## src/rtl/eic_pkg.sv

```systemverilog
`timescale 1ns/1ps
package eic_pkg;
    localparam int WORD_W    = 32;
    localparam int LINES     = 8;
    localparam int DEV_W     = 3;
    localparam int ERR_LO    = LINES;
    localparam int MULTI_POS = WORD_W - 1;
    localparam int ERR_N     = MULTI_POS - ERR_LO;
    localparam int MAP_W     = LINES * DEV_W;
    localparam int NUM_GRP   = 7;
    localparam int ADDR_W    = 3;

    localparam logic [ADDR_W-1:0] A_STAT = 3'd0;
    localparam logic [ADDR_W-1:0] A_EN   = 3'd1;
    localparam logic [ADDR_W-1:0] A_GCLR = 3'd2;
    localparam logic [ADDR_W-1:0] A_MAP  = 3'd3;
    localparam logic [ADDR_W-1:0] A_MODE = 3'd4;

    localparam logic [WORD_W-1:0] FATAL_MASK = 32'h3FC0_6000;

    typedef struct packed {
        logic             multi;
        logic [ERR_N-1:0] errs;
        logic [LINES-1:0] lines;
    } stat_s;

    typedef struct packed {
        logic [WORD_W-1:0] en;
        logic [MAP_W-1:0]  map;
        logic [LINES-1:0]  mode;
    } cfg_s;

    function automatic logic [WORD_W-1:0] grp_mask(input int g);
        logic [WORD_W-1:0] m;
        case (g)
            0:       m = 32'h0000_FD00;
            1:       m = 32'h4001_0000;
            2:       m = 32'h003E_0000;
            3:       m = 32'h0B80_0000;
            4:       m = 32'h1400_0200;
            5:       m = 32'h2040_0000;
            6:       m = 32'h8000_0000;
            default: m = '0;
        endcase
        return m;
    endfunction

    function automatic logic [WORD_W-1:0] clr_expand(input logic [NUM_GRP-1:0] sel);
        logic [WORD_W-1:0] m;
        m = '0;
        for (int g = 0; g < NUM_GRP; g++) begin
            if (sel[g]) m = m | grp_mask(g);
        end
        return m;
    endfunction
endpackage

```

## src/rtl/eic_status.sv

```systemverilog
`timescale 1ns/1ps
module eic_status
    import eic_pkg::*;
(
    input  logic               clk,
    input  logic               rst_n,
    input  logic [LINES-1:0]   dev_line,
    input  logic [ERR_N-1:0]   err_evt,
    input  logic               clr_stb,
    input  logic [NUM_GRP-1:0] clr_sel,
    output logic [WORD_W-1:0]  status_o
);
    stat_s             stat_d, stat_q;
    logic [WORD_W-1:0] clr_w;

    always_comb begin
        clr_w        = clr_stb ? clr_expand(clr_sel) : '0;
        stat_d       = stat_q;
        stat_d.lines = dev_line;
        stat_d.errs  = (stat_q.errs & ~clr_w[MULTI_POS-1:ERR_LO]) | err_evt;
        stat_d.multi = (stat_q.multi & ~clr_w[MULTI_POS])
                     | ((|err_evt) & (|stat_q.errs));
    end

    always_ff @(posedge clk) begin
        if (!rst_n) stat_q <= '0;
        else        stat_q <= stat_d;
    end

    assign status_o = stat_q;


    err_set_chk: assert property (@(posedge clk) disable iff (!rst_n)
        ((status_o[MULTI_POS-1:ERR_LO] & $past(err_evt)) == $past(err_evt)));


    err_keep_chk: assert property (@(posedge clk) disable iff (!rst_n)
        ((($past(status_o[MULTI_POS-1:ERR_LO]) & ~$past(clr_w[MULTI_POS-1:ERR_LO]))
          & ~status_o[MULTI_POS-1:ERR_LO]) == '0));


    multi_rise_chk: assert property (@(posedge clk) disable iff (!rst_n)
        $rose(status_o[MULTI_POS]) |-> ($past(|err_evt) && $past(|status_o[MULTI_POS-1:ERR_LO])));
endmodule

```

## src/rtl/eic_cfg.sv

```systemverilog
`timescale 1ns/1ps
module eic_cfg
    import eic_pkg::*;
(
    input  logic               clk,
    input  logic               rst_n,
    input  logic               bus_wr,
    input  logic [ADDR_W-1:0]  bus_addr,
    input  logic [WORD_W-1:0]  bus_wdata,
    output logic [WORD_W-1:0]  en_o,
    output logic [MAP_W-1:0]   map_o,
    output logic [LINES-1:0]   mode_o,
    output logic               clr_stb_o,
    output logic [NUM_GRP-1:0] clr_sel_o
);
    cfg_s cfg_d, cfg_q;

    always_comb begin
        cfg_d = cfg_q;
        if (bus_wr) begin
            case (bus_addr)
                A_EN:    cfg_d.en   = bus_wdata;
                A_MAP:   cfg_d.map  = bus_wdata[MAP_W-1:0];
                A_MODE:  cfg_d.mode = bus_wdata[LINES-1:0];
                default: ;
            endcase
        end
    end

    always_ff @(posedge clk) begin
        if (!rst_n) cfg_q <= '0;
        else        cfg_q <= cfg_d;
    end

    assign en_o      = cfg_q.en;
    assign map_o     = cfg_q.map;
    assign mode_o    = cfg_q.mode;
    assign clr_stb_o = bus_wr && (bus_addr == A_GCLR);
    assign clr_sel_o = bus_wdata[NUM_GRP-1:0];


    map_wr_chk: assert property (@(posedge clk) disable iff (!rst_n)
        (bus_wr && bus_addr == A_MAP) |=> (map_o == $past(bus_wdata[MAP_W-1:0])));


    en_hold_chk: assert property (@(posedge clk) disable iff (!rst_n)
        !(bus_wr && bus_addr == A_EN) |=> $stable(en_o));
endmodule

```

## src/rtl/eic_out.sv

```systemverilog
`timescale 1ns/1ps
module eic_out
    import eic_pkg::*;
(
    input  logic              clk,
    input  logic              rst_n,
    input  logic [WORD_W-1:0] status_i,
    input  logic [WORD_W-1:0] en_i,
    input  logic [MAP_W-1:0]  map_i,
    input  logic [LINES-1:0]  mode_i,
    input  logic [ADDR_W-1:0] bus_addr,
    output logic              irq_o,
    output logic              fatal_o,
    output logic [WORD_W-1:0] rdata_o
);
    always_comb begin
        irq_o   = |(status_i & en_i);
        fatal_o = |(status_i & FATAL_MASK);
        case (bus_addr)
            A_STAT:  rdata_o = status_i;
            A_EN:    rdata_o = en_i;
            A_MAP:   rdata_o = {{(WORD_W-MAP_W){1'b0}}, map_i};
            A_MODE:  rdata_o = {{(WORD_W-LINES){1'b0}}, mode_i};
            default: rdata_o = '0;
        endcase
    end


    irq_mask_chk: assert property (@(posedge clk) disable iff (!rst_n)
        (en_i == '0) |-> !irq_o);
endmodule

```

## src/rtl/err_irq_collector.sv

```systemverilog
`timescale 1ns/1ps
module err_irq_collector
    import eic_pkg::*;
(
    input  logic              clk,
    input  logic              rst_n,
    input  logic [LINES-1:0]  dev_line,
    input  logic [ERR_N-1:0]  err_evt,
    input  logic              bus_wr,
    input  logic [ADDR_W-1:0] bus_addr,
    input  logic [WORD_W-1:0] bus_wdata,
    output logic [WORD_W-1:0] bus_rdata,
    output logic              irq_out,
    output logic              fatal_out,
    output logic [MAP_W-1:0]  line_dev,
    output logic [LINES-1:0]  line_clr_pkt_en
);
    logic [WORD_W-1:0]  status_w;
    logic [WORD_W-1:0]  en_w;
    logic [MAP_W-1:0]   map_w;
    logic [LINES-1:0]   mode_w;
    logic               clr_stb_w;
    logic [NUM_GRP-1:0] clr_sel_w;

    eic_cfg u_cfg (
        .clk       (clk),
        .rst_n     (rst_n),
        .bus_wr    (bus_wr),
        .bus_addr  (bus_addr),
        .bus_wdata (bus_wdata),
        .en_o      (en_w),
        .map_o     (map_w),
        .mode_o    (mode_w),
        .clr_stb_o (clr_stb_w),
        .clr_sel_o (clr_sel_w)
    );

    eic_status u_status (
        .clk      (clk),
        .rst_n    (rst_n),
        .dev_line (dev_line),
        .err_evt  (err_evt),
        .clr_stb  (clr_stb_w),
        .clr_sel  (clr_sel_w),
        .status_o (status_w)
    );

    eic_out u_out (
        .clk      (clk),
        .rst_n    (rst_n),
        .status_i (status_w),
        .en_i     (en_w),
        .map_i    (map_w),
        .mode_i   (mode_w),
        .bus_addr (bus_addr),
        .irq_o    (irq_out),
        .fatal_o  (fatal_out),
        .rdata_o  (bus_rdata)
    );

    assign line_dev        = map_w;
    assign line_clr_pkt_en = mode_w;


    all_clr_chk: assert property (@(posedge clk) disable iff (!rst_n)
        (bus_wr && bus_addr == A_GCLR && bus_wdata[NUM_GRP-1:0] == '1 && err_evt == '0)
        |=> (!fatal_out && !bus_rdata[MULTI_POS] || bus_addr != A_STAT) && !fatal_out);
endmodule

```

## config.mk

```make
export PLATFORM = sky130hd
export DESIGN_NAME = err_irq_collector
export DESIGN_NICKNAME = d
export VERILOG_FILES = /design/src/rtl/eic_pkg.sv /design/src/rtl/eic_status.sv /design/src/rtl/eic_cfg.sv /design/src/rtl/eic_out.sv /design/src/rtl/err_irq_collector.sv
export SDC_FILE = /design/constraint.sdc
export NUM_CORES = 1
export LEC_CHECK = 0
export BUFFER_PORTS_ARGS = -buffer_cell sky130_fd_sc_hd__buf_2
export CAP_MARGIN = 25
export CORE_UTILIZATION = 44
export CTS_CLUSTER_SIZE = 14
export DETAILED_ROUTE_END_ITERATION = 10
export PLACE_DENSITY = 0.7
export SYNTH_ARGS = -nofsm -noshare
export SYNTH_HDL_FRONTEND = slang
export SYNTH_SLANG_ARGS = --single-unit
export TNS_END_PERCENT = 50
```

## constraint.sdc

```tcl
create_clock -name clk -period 5.5 [get_ports clk]
set_clock_uncertainty 0.2 [all_clocks]
set_input_delay 1.1 -clock clk [delete_from_list [all_inputs] [get_ports clk]]
set_output_delay 1.1 -clock clk [all_outputs]
set_load 0.05 [all_outputs]
```

Word level (Yosys, flattened, before mapping)
Index checks and enable logic that the tools add are counted.
{ "word_totals": {"out_inout_bits": 66, "wordCells": 48, "ff_bits": 96, "in_bits": 69} }
{ "classes": {"n_reduce_logical": 9, "eq_ne": 4, "muxes": 15, "bitwise_logic": 14} }
{ "ops": {"columns": ["cell", "n"], "rows": [
  ["32-bit two-way mux", 13],
  ["32-bit bitwise OR", 6],
  ["32-bit case mux with 4 select lines", 1],
  ["23-bit OR reduction", 2],
  ["32-bit bitwise AND", 1],
  ["32-bit OR reduction", 1],
  ["23-bit bitwise AND", 1],
  ["23-bit NOT", 1],
  ["23-bit bitwise OR", 1],
  ["16-bit two-way mux", 1],
  ["10-bit OR reduction", 1],
  ["3-bit by 2-bit == test with 1-bit output, second input constant", 2],
  ["2-bit AND reduction", 3],
  ["3-bit by 1-bit == test with 1-bit output, second input constant", 1],
  ["3-bit == test, second input constant", 1],
  ["3-bit logical NOT", 1],
  ["1-bit bitwise AND", 2],
  ["1-bit logical AND", 1],
  ["1-bit NOT", 1],
  ["1-bit bitwise OR", 1]
]} }

Longest topological paths before layout
Gate-level depths: netlist of run 1.
{ "logic_depth": {"ltp_word": 17, "ltp_mapped": 7, "mapped_depth_nobuf": 4} }

Hierarchy
Synthesis of run 1 repeated with hierarchy kept, for this count alone.
{ "hier_totals": {"hier_cells": 500, "hier_area_um2": 4708.3} }
{ "by_module_without_submodules": {"columns": ["module", "area_per_inst_um2", "seq_area_each_um2", "cells_per_inst", "n_inst"], "rows": [
  ["eic_cfg", 2534.9, 1281.2, 254, 1],
  ["eic_status", 1124.8, 640.6, 115, 1],
  ["eic_out", 1048.5, 0.0, 131, 1]
]} }

Worst setup path before layout of run 1
Ideal clock, no wire load.
{ "synth_path": {"path_type": "input-to-output", "start": "input bus_addr[0]", "end": "output bus_rdata[10]", "t_arrival_ns": 2.482, "stages": 6, "required_time_ns": 4.200, "slack_ns": 1.718, "path_buffers": 3, "path_cell_list": "buf_4 and2_1 buf_2 buf_2 a21oi_1 nor2_1"} }
{ "synth_via": {"elab_chain_cells": 2, "word_cells_on_any_way": 5, "classes_between": "eq/ne (3); mux (1); reduce/logical (1)"} }
{ "synth_rtl": {"columns": ["element", "line", "rtl"], "rows": [
  ["start: declaration", "err_irq_collector.sv:10", "input logic [ADDR_W-1:0] bus_addr,"],
  ["3-bit == test, or another cell as far along", "eic_out.sv:19", "case (bus_addr)"],
  ["32-bit case mux with 4 select lines *", "eic_out.sv:19", null],
  ["end: declaration", "err_irq_collector.sv:12", "output logic [WORD_W-1:0] bus_rdata,"]
]} }
Every way passes the cells marked *; elsewhere a longest branch is shown, timed or not.

Worst setup path in the final report of run 1
{ "layout_path": {"start": "input bus_addr[0]", "end": "output bus_rdata[6]"} }
The elaborated chain is that of the path after synthesis.

==> results of run 1 <==
[through the flow]
stage          std cells    util
3_5_place_dp         756  0.5358
3_3_place_gp         755  0.5342
2_1_floorplan        524       -
6_report             775  0.5616
4_1_cts              772  0.5583
5_1_grt              775  0.5616
[worst max path at each step]
stage | from | endpoint | slack (ns) | depth (start not counted)
5_1_grt | bus_addr[0] | bus_rdata[6] | 1.06 | 5
4_1_cts | bus_addr[0] | bus_rdata[6] | 1.20 | 5
2_1_floorplan | bus_addr[0] | bus_rdata[10] | 1.72 | 6
3_5_place_dp | bus_addr[0] | bus_rdata[6] | 1.20 | 5
3_3_place_gp | bus_addr[0] | bus_rdata[6] | 1.26 | 5
6_report | bus_addr[0] | bus_rdata[6] | 1.22 | 5
[power by group]
group	leakage (nW)	internal, mW	switching [mW]
Sequential	0.786	0.721	0.0281
Clock	0.0996	0.219	0.271
Combinational	1.35	0.0693	0.125
Total	2.24	1.01	0.424
[cells in the mapped netlist]
master	n
a21boi_0	2
a21boi_1	63
a21oi_1	39
a221o_1	8
a22o_1	16
a22oi_1	16
and2_1	11
buf_2	10
buf_4	4
buf_6	3
clkbuf_1	16
dfxtp_1	96
mux2i_1	16
nand2_1	138
nand2_2	2
nand3_1	1
nand3b_2	1
nand4_1	6
nor2_1	35
nor2b_1	23
nor3_1	2
nor3_2	1
nor3b_4	3
nor4_1	9
nor4bb_1	1
o22ai_1	1
or4_1	1
[placed cells by master, fill, tap and decap left out, types with 2 or more instances in the layout]
cell type and count:
nand2_2 2, nand4_1 6, buf_2 134, a22o_1 16
clkbuf_8 9, inv_6 3, nor2b_1 23, buf_8 2
nand2_1 138, dfxtp_1 96, nor3_1 2, nor3b_4 3
a221o_1 8, clkinvlp_4 2, and2_1 11, a21boi_1 63
a21boi_0 2, nor2_1 35, mux2i_1 16, nor4_1 9
a21oi_1 39, a22oi_1 16
[state kept, by name (all words and copies together), names as in the netlist]
name               flops
u_cfg.mode_o           8
u_cfg.map_o           24
u_cfg.en_o            32
u_status.status_o     32
[logic make-up (layout without fill, tap and decap cells)]
logic type	Yosys count	count (layout)	share of synthesized area
flip-flops	96	96	0.4404
AO/OA/AOI/OAI	145	145	0.2360
AND/OR/NAND/NOR	234	234	0.2471
buffers and inverters	33	155	0.03985
multiplexers	16	16	0.03670
[metal layers]
layer / track usage / up-vias
met3: 0.05176 / 22
met1: 0.3494 / 1998
met4: 0.1104 / 0
li1: - / 2047
met2: 0.3981 / 166
met5: 0 / -
[area by class of cell]
type,instances,area share
multi-input combinational,395,0.4290
sequential,96,0.3635
timing repair buffer,139,0.1370
tap,129,0.03053
clock buffer,9,0.02343
clock inverter,7,0.01656
[worst min-delay path, stage by stage, from the launching register on]
cell      delay [ns]
dfxtp_1         0.33
nand2_1         0.05
a21boi_1        0.05
==> results.cfg, run 1 <==
[die]
core_um2 = 9415
io_pins = 135
die_w_um = 101.6
start_util = 0.4635
die-area_um2 = 10320
fp.dieH_um = 101.6
fp-row-count = 35

[setup_path]
cp-start-kind = primary input
crit_buf_inv = 2
crit_path_cell_trace = buf_2 -> nor3b_4 -> a22o_1 -> a221o_1 -> buf_2
rr_startpoint = u_status.status_o[10]
arrival_ns = 2.98
critPathSlowestCell = nor3b_4
crit_path_max_fanout = 22
cp_top_family = buffers and inverters
cpMostUsedCell = buf_2
endpoint_kind = output pin
cp.required_ns = 4.20
slowest_delay_ns = 0.76
path_class = primary input to output pin
r2r_end = u_status.status_o[31]
r2r_slack_ns = 3.88
reg2reg_depth = 4

[place]
place_congestion = 0.9074
numPortBuffers = 134
dp_hpwl_um = 9584
pre_cts_ws_ns = 1.203
place_area_um2 = 5045

[detailed_routing]
antenna_left = 0
wl_um = 12990
met1Wirelength_um = 5950
met3_length_um = 888
drcViolationCount = 0
vias = 4233
first_pass_iters = 5
wl_per_cell_um = 16.76
top_layer = met4
drt_iter0_drc = 256
met2_length_um = 5903
routed_via_density = 5.462

[worst_hold_path]
hold_class = flop to flop
hold_depth = 2
hold_start = u_cfg.map_o[21]
whs_endpoint = u_cfg.map_o[21]

[clock_tree]
cts_made_buffers = 9
cts.path.max_buffers = 2
clk_latency_ns = 0.37
root_buffer = clkbuf_8
cts_sinks = 96
path_clk_slew_ns = 0.10
htreeDepth = 3
cts_tree = yes
cts_resized = 0
hold_buffers = 0
cts_setup_buffers = 0

[sta]
fmax_mhz = 233.5
holdWs_ns = 0.2761
relSlewSlack = 0.3069
finalHoldViolations = 0
fin_crit_sh = 0.7786
fin_tns_setup_ns = 0
finalMaxSlewViolations = 0
finalSetupViolCount = 0
rsz0062_at_grt = false
tightestPinTransition_ns = 1.039
timing.final.ws_setup_ns = 1.218
fin_crit_ns = 4.282

[synth]
syn_inst = 524
yosysWarnings = 0
avgSynthCellArea_um2 = 8.329
synth_seq_cells = 96
yosysUniqueCellTypes = 27
syn_nets = 593
synth.area.top_cells = dfxtp_1, nand2_1, a21boi_1
yosysTopAreaCell = dfxtp_1
netlist_area_um2 = 4364
synth_top_cell_area_share = 0.4404
ys_seq_area_frac = 0.4404

[power]
power.leakage_nw = 2.237
p_per_area_nw_per_um2 = 271.0
total_power_mw = 1.433
peakVddDrop_mv = 0.1085

[flow_run]
maxCapViolations = 0

[status]
status = finished, final reports clean

[layout]
antennaDiodeCount = 0
post_route_cells_drive_above_1_share = 0.2508
regArea_um2 = 1922
fill_cells = 886
nNetsFinal = 710
final_area_um2 = 5288
multi_input_area_um2 = 2268
areaGrowthSynthToFinish_pct = 21.16

[grt]
grt_start_max_net_pins = 97
grt_first_pass_wirelength_um = 20320
overflow = 0
gr-usage-all-layers = 0.2578
grt_pass1_vias = 3997
antenna_found_initial = 0
Note: power is estimated with default switching activity, not from simulation.
==> run 2: changes to the inputs <==
--- a/config.mk
+++ b/config.mk
@@ -10,7 +10,7 @@
 export CORE_UTILIZATION = 44
 export CTS_CLUSTER_SIZE = 14
 export DETAILED_ROUTE_END_ITERATION = 10
-export PLACE_DENSITY = 0.7
+export PLACE_DENSITY = 0.73
 export SYNTH_ARGS = -nofsm -noshare
 export SYNTH_HDL_FRONTEND = slang
 export SYNTH_SLANG_ARGS = --single-unit
==> constraint.sdc (replaced) <==
create_clock -name clk -period 3.89 [get_ports clk]
set_clock_uncertainty 0.2 [all_clocks]
set_input_delay 0.778 -clock clk [delete_from_list [all_inputs] [get_ports clk]]
set_output_delay 0.778 -clock clk [all_outputs]
set_load 0.05 [all_outputs]
==> run 2 against run 1 <==
Compared with the run above: via count is 1.4% higher; largest cell class unchanged; largest power group unchanged; sequential power is 42% higher; highest routed layer unchanged; critical path depth is 1 higher.
==> results.cfg, run 2 (same netlist as run 1, synthesis figures left out) <==
[place]
numPortBuffers = 134
place_inst = 764
dp_hpwl_um = 9858
place_congestion = 0.8831

[clock_tree]
cts_resized = 0
hold_buffers = 0
cts_tree = yes
cts_sinks = 96
htreeDepth = 3
cts.path.max_buffers = 2
cts_setup_buffers = 0
root_buffer = clkbuf_8
cts_made_buffers = 9
path_clk_slew_ns = 0.08
clk_latency_ns = 0.36

[die]
core_um2 = 9415
fp-row-count = 35
start_util = 0.4635
die_w_um = 101.6
fp.dieH_um = 101.6
io_pins = 135
die-area_um2 = 10320

[setup_path]
crit_path_start = bus_addr[1]
crit_path_end = bus_rdata[27]
crit_buf_inv = 4
cp_top_family = buffers and inverters
crit_path_cell_trace = buf_2 -> buf_4 -> nor3b_4 -> buf_4 -> a22o_1 -> buf_2
rr_startpoint = u_status.status_o[10]
r2r_end = u_status.status_o[31]
crit_path_max_fanout = 17
r2r_slack_ns = 2.34
slowest_delay_ns = 0.56
reg2reg_depth = 4
critPathSlowestCell = nor3b_4
path_class = primary input to output pin
arrival_ns = 2.44
cp.required_ns = 2.91
path_depth = 6
cp-start-kind = primary input
endpoint_kind = output pin

[power]
internal_power_mw = 1.365
switching_power_mw = 0.5666
seqPwrFrac = 0.547
peakVddDrop_mv = 0.1630
pwr-share-comb = 0.145
total_power_mw = 1.932
clockPowerShare = 0.308
p_sw_frac = 0.2933
power.leakage_nw = 2.250
p_per_area_nw_per_um2 = 365.0

[sta]
finalMaxSlewViolations = 0
tightestPinTransition_ns = 0.6269
rsz0062_at_grt = false
fmax_mhz = 292.2
finalHoldViolations = 0
fin_crit_sh = 0.8796
relSlewSlack = 0.5816
finalSetupViolCount = 0
fin_tns_setup_ns = 0
fin_crit_ns = 3.422

[detailed_routing]
routed_via_density = 5.503
drcViolationCount = 0
wl_um = 13090
first_pass_iters = 4
wl_per_cell_um = 16.79
antenna_left = 0
drt_iter0_drc = 267
vias = 4292

[grt]
grt_start_max_net_pins = 69
grt_pass1_vias = 3948
grt_use_met3 = 0.04417
globalRouteMet1Util = 0.3476
top_usage_layer = met2
overflow = 0
gr-usage-all-layers = 0.2587
grt_first_pass_wirelength_um = 20190
antenna_found_initial = 0
grt_use_met2 = 0.4210

[layout]
final_common_cell = nand2_1
post_route_cells_drive_above_1_share = 0.2565
stdcell_count = 780
nNetsFinal = 716
mostFrequentLayoutCells = nand2_1, buf_2, dfxtp_1, a21boi_1, a21oi_1
utilization = 0.5621
areaGrowthSynthToFinish_pct = 21.27
antennaDiodeCount = 0

[flow_run]
maxCapViolations = 0

[status]
status = finished, final reports clean

[worst_hold_path]
hold_class = flop to flop
==> run 2: changes by cell type in the layout (fill, tap and decap cells not counted), sizes merged <==
cell and change:
clkinv +2, bufinv -1, inv -3, buf +7
==> run 2: worst min path at each step <==
stage / start / end / slack (ns) / cells after the start
2_1_floorplan: u_cfg.en_o[11] / u_cfg.en_o[11] / 0.25 / 2
3_3_place_gp: u_cfg.map_o[11] / u_cfg.map_o[11] / 0.25 / 2
3_5_place_dp: u_cfg.map_o[15] / u_cfg.map_o[15] / 0.26 / 2
4_1_cts: u_cfg.map_o[15] / u_cfg.map_o[15] / 0.27 / 2
5_1_grt: u_cfg.en_o[27] / u_cfg.en_o[27] / 0.29 / 2
6_report: u_cfg.map_o[19] / u_cfg.map_o[19] / 0.28 / 2
==> run 2: power by group through the flow <==
stage / Combinational (mW) / Clock [mW] / Sequential (mW)
detailed placement: 0.277 / 0 / 1.08
CTS: 0.277 / 0.600 / 1.06
floorplan: 0.161 / 0 / 1.09
global placement: 0.273 / 0 / 1.08
finish: 0.280 / 0.594 / 1.06
global route: 0.301 / 0.641 / 1.06
==> run 2: metrics by stage <==
stage / instance area (um^2) / hold slack (ns) / setup WS, ns
after CTS: 5281 / 0.2748 / 0.3453
after floorplan: 4364 / 0.2474 / 0.7523
after detailed placement: 5110 / 0.2621 / 0.3429
after global routing: 5293 / 0.2889 / 0.3549
final: 5293 / 0.2770 / 0.4682
after global placement: 5110 / 0.2526 / 0.3938
==> run 2: worst reg2reg max path, delay by kind of cell, from the launching register on <==
| kind | cells | cell delay [ns] |
|---|---|---|
| AO/OA/AOI/OAI | 2 | 0.42 |
| flip-flops | 1 | 0.37 |
| AND/OR/NAND/NOR | 2 | 0.44 |
==> run 2: layout make-up <==
class,instances,area (um^2)
clock buffer,10,137.6
sequential,96,1922
tap,129,161.4
multi-input combinational,395,2268
clock inverter,5,33.78
fill,893,4123
timing repair buffer,145,769.5
==> run 2: layer usage <==
| metal | vias up | share of wire |
|---|---|---|
| li1 | 2061 | - |
| met4 | 0 | 0.017 |
| met3 | 22 | 0.069 |
| met1 | 2039 | 0.44 |
| met2 | 170 | 0.48 |
| met5 | - | 0 |
==> run 3: changes to the inputs <==
--- a/config.mk
+++ b/config.mk
@@ -10,7 +10,7 @@
 export CORE_UTILIZATION = 44
 export CTS_CLUSTER_SIZE = 14
 export DETAILED_ROUTE_END_ITERATION = 10
-export PLACE_DENSITY = 0.73
+export PLACE_DENSITY = 0.7
 export SYNTH_ARGS = -nofsm -noshare
 export SYNTH_HDL_FRONTEND = slang
 export SYNTH_SLANG_ARGS = --single-unit
==> constraint.sdc (replaced) <==
create_clock -name clk -period 3.4 [get_ports clk]
set_clock_uncertainty 0.2 [all_clocks]
set_input_delay 0.68 -clock clk [delete_from_list [all_inputs] [get_ports clk]]
set_output_delay 0.68 -clock clk [all_outputs]
set_load 0.05 [all_outputs]
==> run 3 against run 2 <==
Compared with the run above: utilization rose by 0.28 points; clock power increased by 28%; combinational power increased by 15%; via count rose by 0.42%; largest power group unchanged.
==> results.cfg, run 3 (same netlist as run 1, synthesis figures left out) <==
[clock_tree]
cts.path.max_buffers = 2
cts_sinks = 96
cts_setup_buffers = 0
cts_resized = 0
htreeDepth = 3
path_clk_slew_ns = 0.09
cts_tree = yes
hold_buffers = 0
cts_made_buffers = 9
clk_latency_ns = 0.37
root_buffer = clkbuf_8

[power]
power.leakage_nw = 2.272
p_per_area_nw_per_um2 = 431.3
total_power_mw = 2.294
peakVddDrop_mv = 0.2074

[setup_path]
cp_top_family = simple AND/OR/NAND/NOR gates
crit_path_cell_trace = buf_2 -> and2_1 -> a21oi_1 -> nor2_1 -> buf_2
cp-start-kind = primary input
crit_path_max_fanout = 22
rr_startpoint = u_status.status_o[11]
cp.required_ns = 2.52
arrival_ns = 2.31
endpoint_kind = output pin
r2r_slack_ns = 1.81
cpMostUsedCell = buf_2
slowest_delay_ns = 0.63
path_class = primary input to output pin
critPathSlowestCell = and2_1
crit_buf_inv = 2
reg2reg_depth = 4
r2r_end = u_status.status_o[31]

[grt]
gr-usage-all-layers = 0.2593
antenna_found_initial = 0
grt_first_pass_wirelength_um = 20450
overflow = 0
grt_start_max_net_pins = 52
grt_pass1_vias = 4054

[layout]
mostFrequentLayoutCells = nand2_1, buf_2, dfxtp_1, a21boi_1, a21oi_1
nNetsFinal = 717
post_route_cells_drive_above_1_share = 0.2577
stdcell_count = 781
antennaDiodeCount = 0
final_area_um2 = 5319
areaGrowthSynthToFinish_pct = 21.87
final_common_cell = nand2_1
utilization = 0.5649

[sta]
fin_crit_sh = 0.9376
fin_tns_setup_ns = 0
relSlewSlack = 0.5328
finalMaxSlewViolations = 0
holdWs_ns = 0.2719
tightestPinTransition_ns = 0.7008
fmax_mhz = 313.7
finalHoldViolations = 0
fin_crit_ns = 3.188
finalSetupViolCount = 0
timing.final.ws_setup_ns = 0.2122
rsz0062_at_grt = false

[worst_hold_path]
hold_start = u_cfg.map_o[8]
hold_class = flop to flop
whs_endpoint = u_cfg.map_o[8]
hold_depth = 2

[place]
numPortBuffers = 134
place_inst = 766
dp_hpwl_um = 9909
place_congestion = 0.9141
place_area_um2 = 5125
pre_cts_ws_ns = 0.2683

[detailed_routing]
first_pass_iters = 5
wl_um = 13150
drt_iter0_drc = 260
wl_per_cell_um = 16.83
vias = 4310
antenna_left = 0
drcViolationCount = 0
routed_via_density = 5.519

[status]
status = finished, final reports clean

[die]
start_util = 0.4635
core_um2 = 9415
die_w_um = 101.6
fp-row-count = 35
die-area_um2 = 10320
io_pins = 135
fp.dieH_um = 101.6

[flow_run]
maxCapViolations = 0
## run 3: cell types whose count changed in the layout (fill, tap and decap cells not counted), sizes merged
cell and delta:
buf +1, bufinv +1, clkinv -1, clkinvlp -1, inv +1
## run 3: cell type report
| type | instances | area [um^2] |
|---|---|---|
| fill | 908 | 4096 |
| multi-input combinational | 395 | 2268 |
| sequential | 96 | 1922 |
| timing repair buffer | 146 | 773.2 |
| tap | 129 | 161.4 |
| clock buffer | 10 | 137.6 |
| clock inverter | 5 | 56.30 |
## run 3: worst max path at each step
stage	startpoint	endpoint	slack, ns	cells past startpoint
floorplan	bus_addr[0]	bus_rdata[10]	0.46	6
global placement	bus_addr[1]	bus_rdata[11]	0.38	5
detailed placement	bus_addr[1]	bus_rdata[10]	0.27	5
CTS	bus_addr[1]	bus_rdata[10]	0.27	5
global route	bus_addr[1]	bus_rdata[10]	0.13	5
finish	bus_addr[1]	bus_rdata[10]	0.21	5
## run 3: routing by layer
| metal | share of wire | track usage |
|---|---|---|
| met2 | 0.47 | 0.4319 |
| met3 | 0.067 | 0.04417 |
| met5 | 0 | 0 |
| met4 | 0.015 | 0.08138 |
| met1 | 0.45 | 0.3417 |
## run 3: worst register-to-register path: stages, from the launching register on
cell      delay [ns]
dfxtp_1         0.38
nor4_1          0.30
nand4_1         0.17
o22ai_1         0.28
a21boi_0        0.14
## run 3: power breakdown
group | total [mW] | internal, mW | switching (mW) | leakage, nW
clock network | 0.761 | 0.356 | 0.405 | 0.0985
logic | 0.323 | 0.116 | 0.207 | 1.39
registers | 1.21 | 1.17 | 0.0453 | 0.786
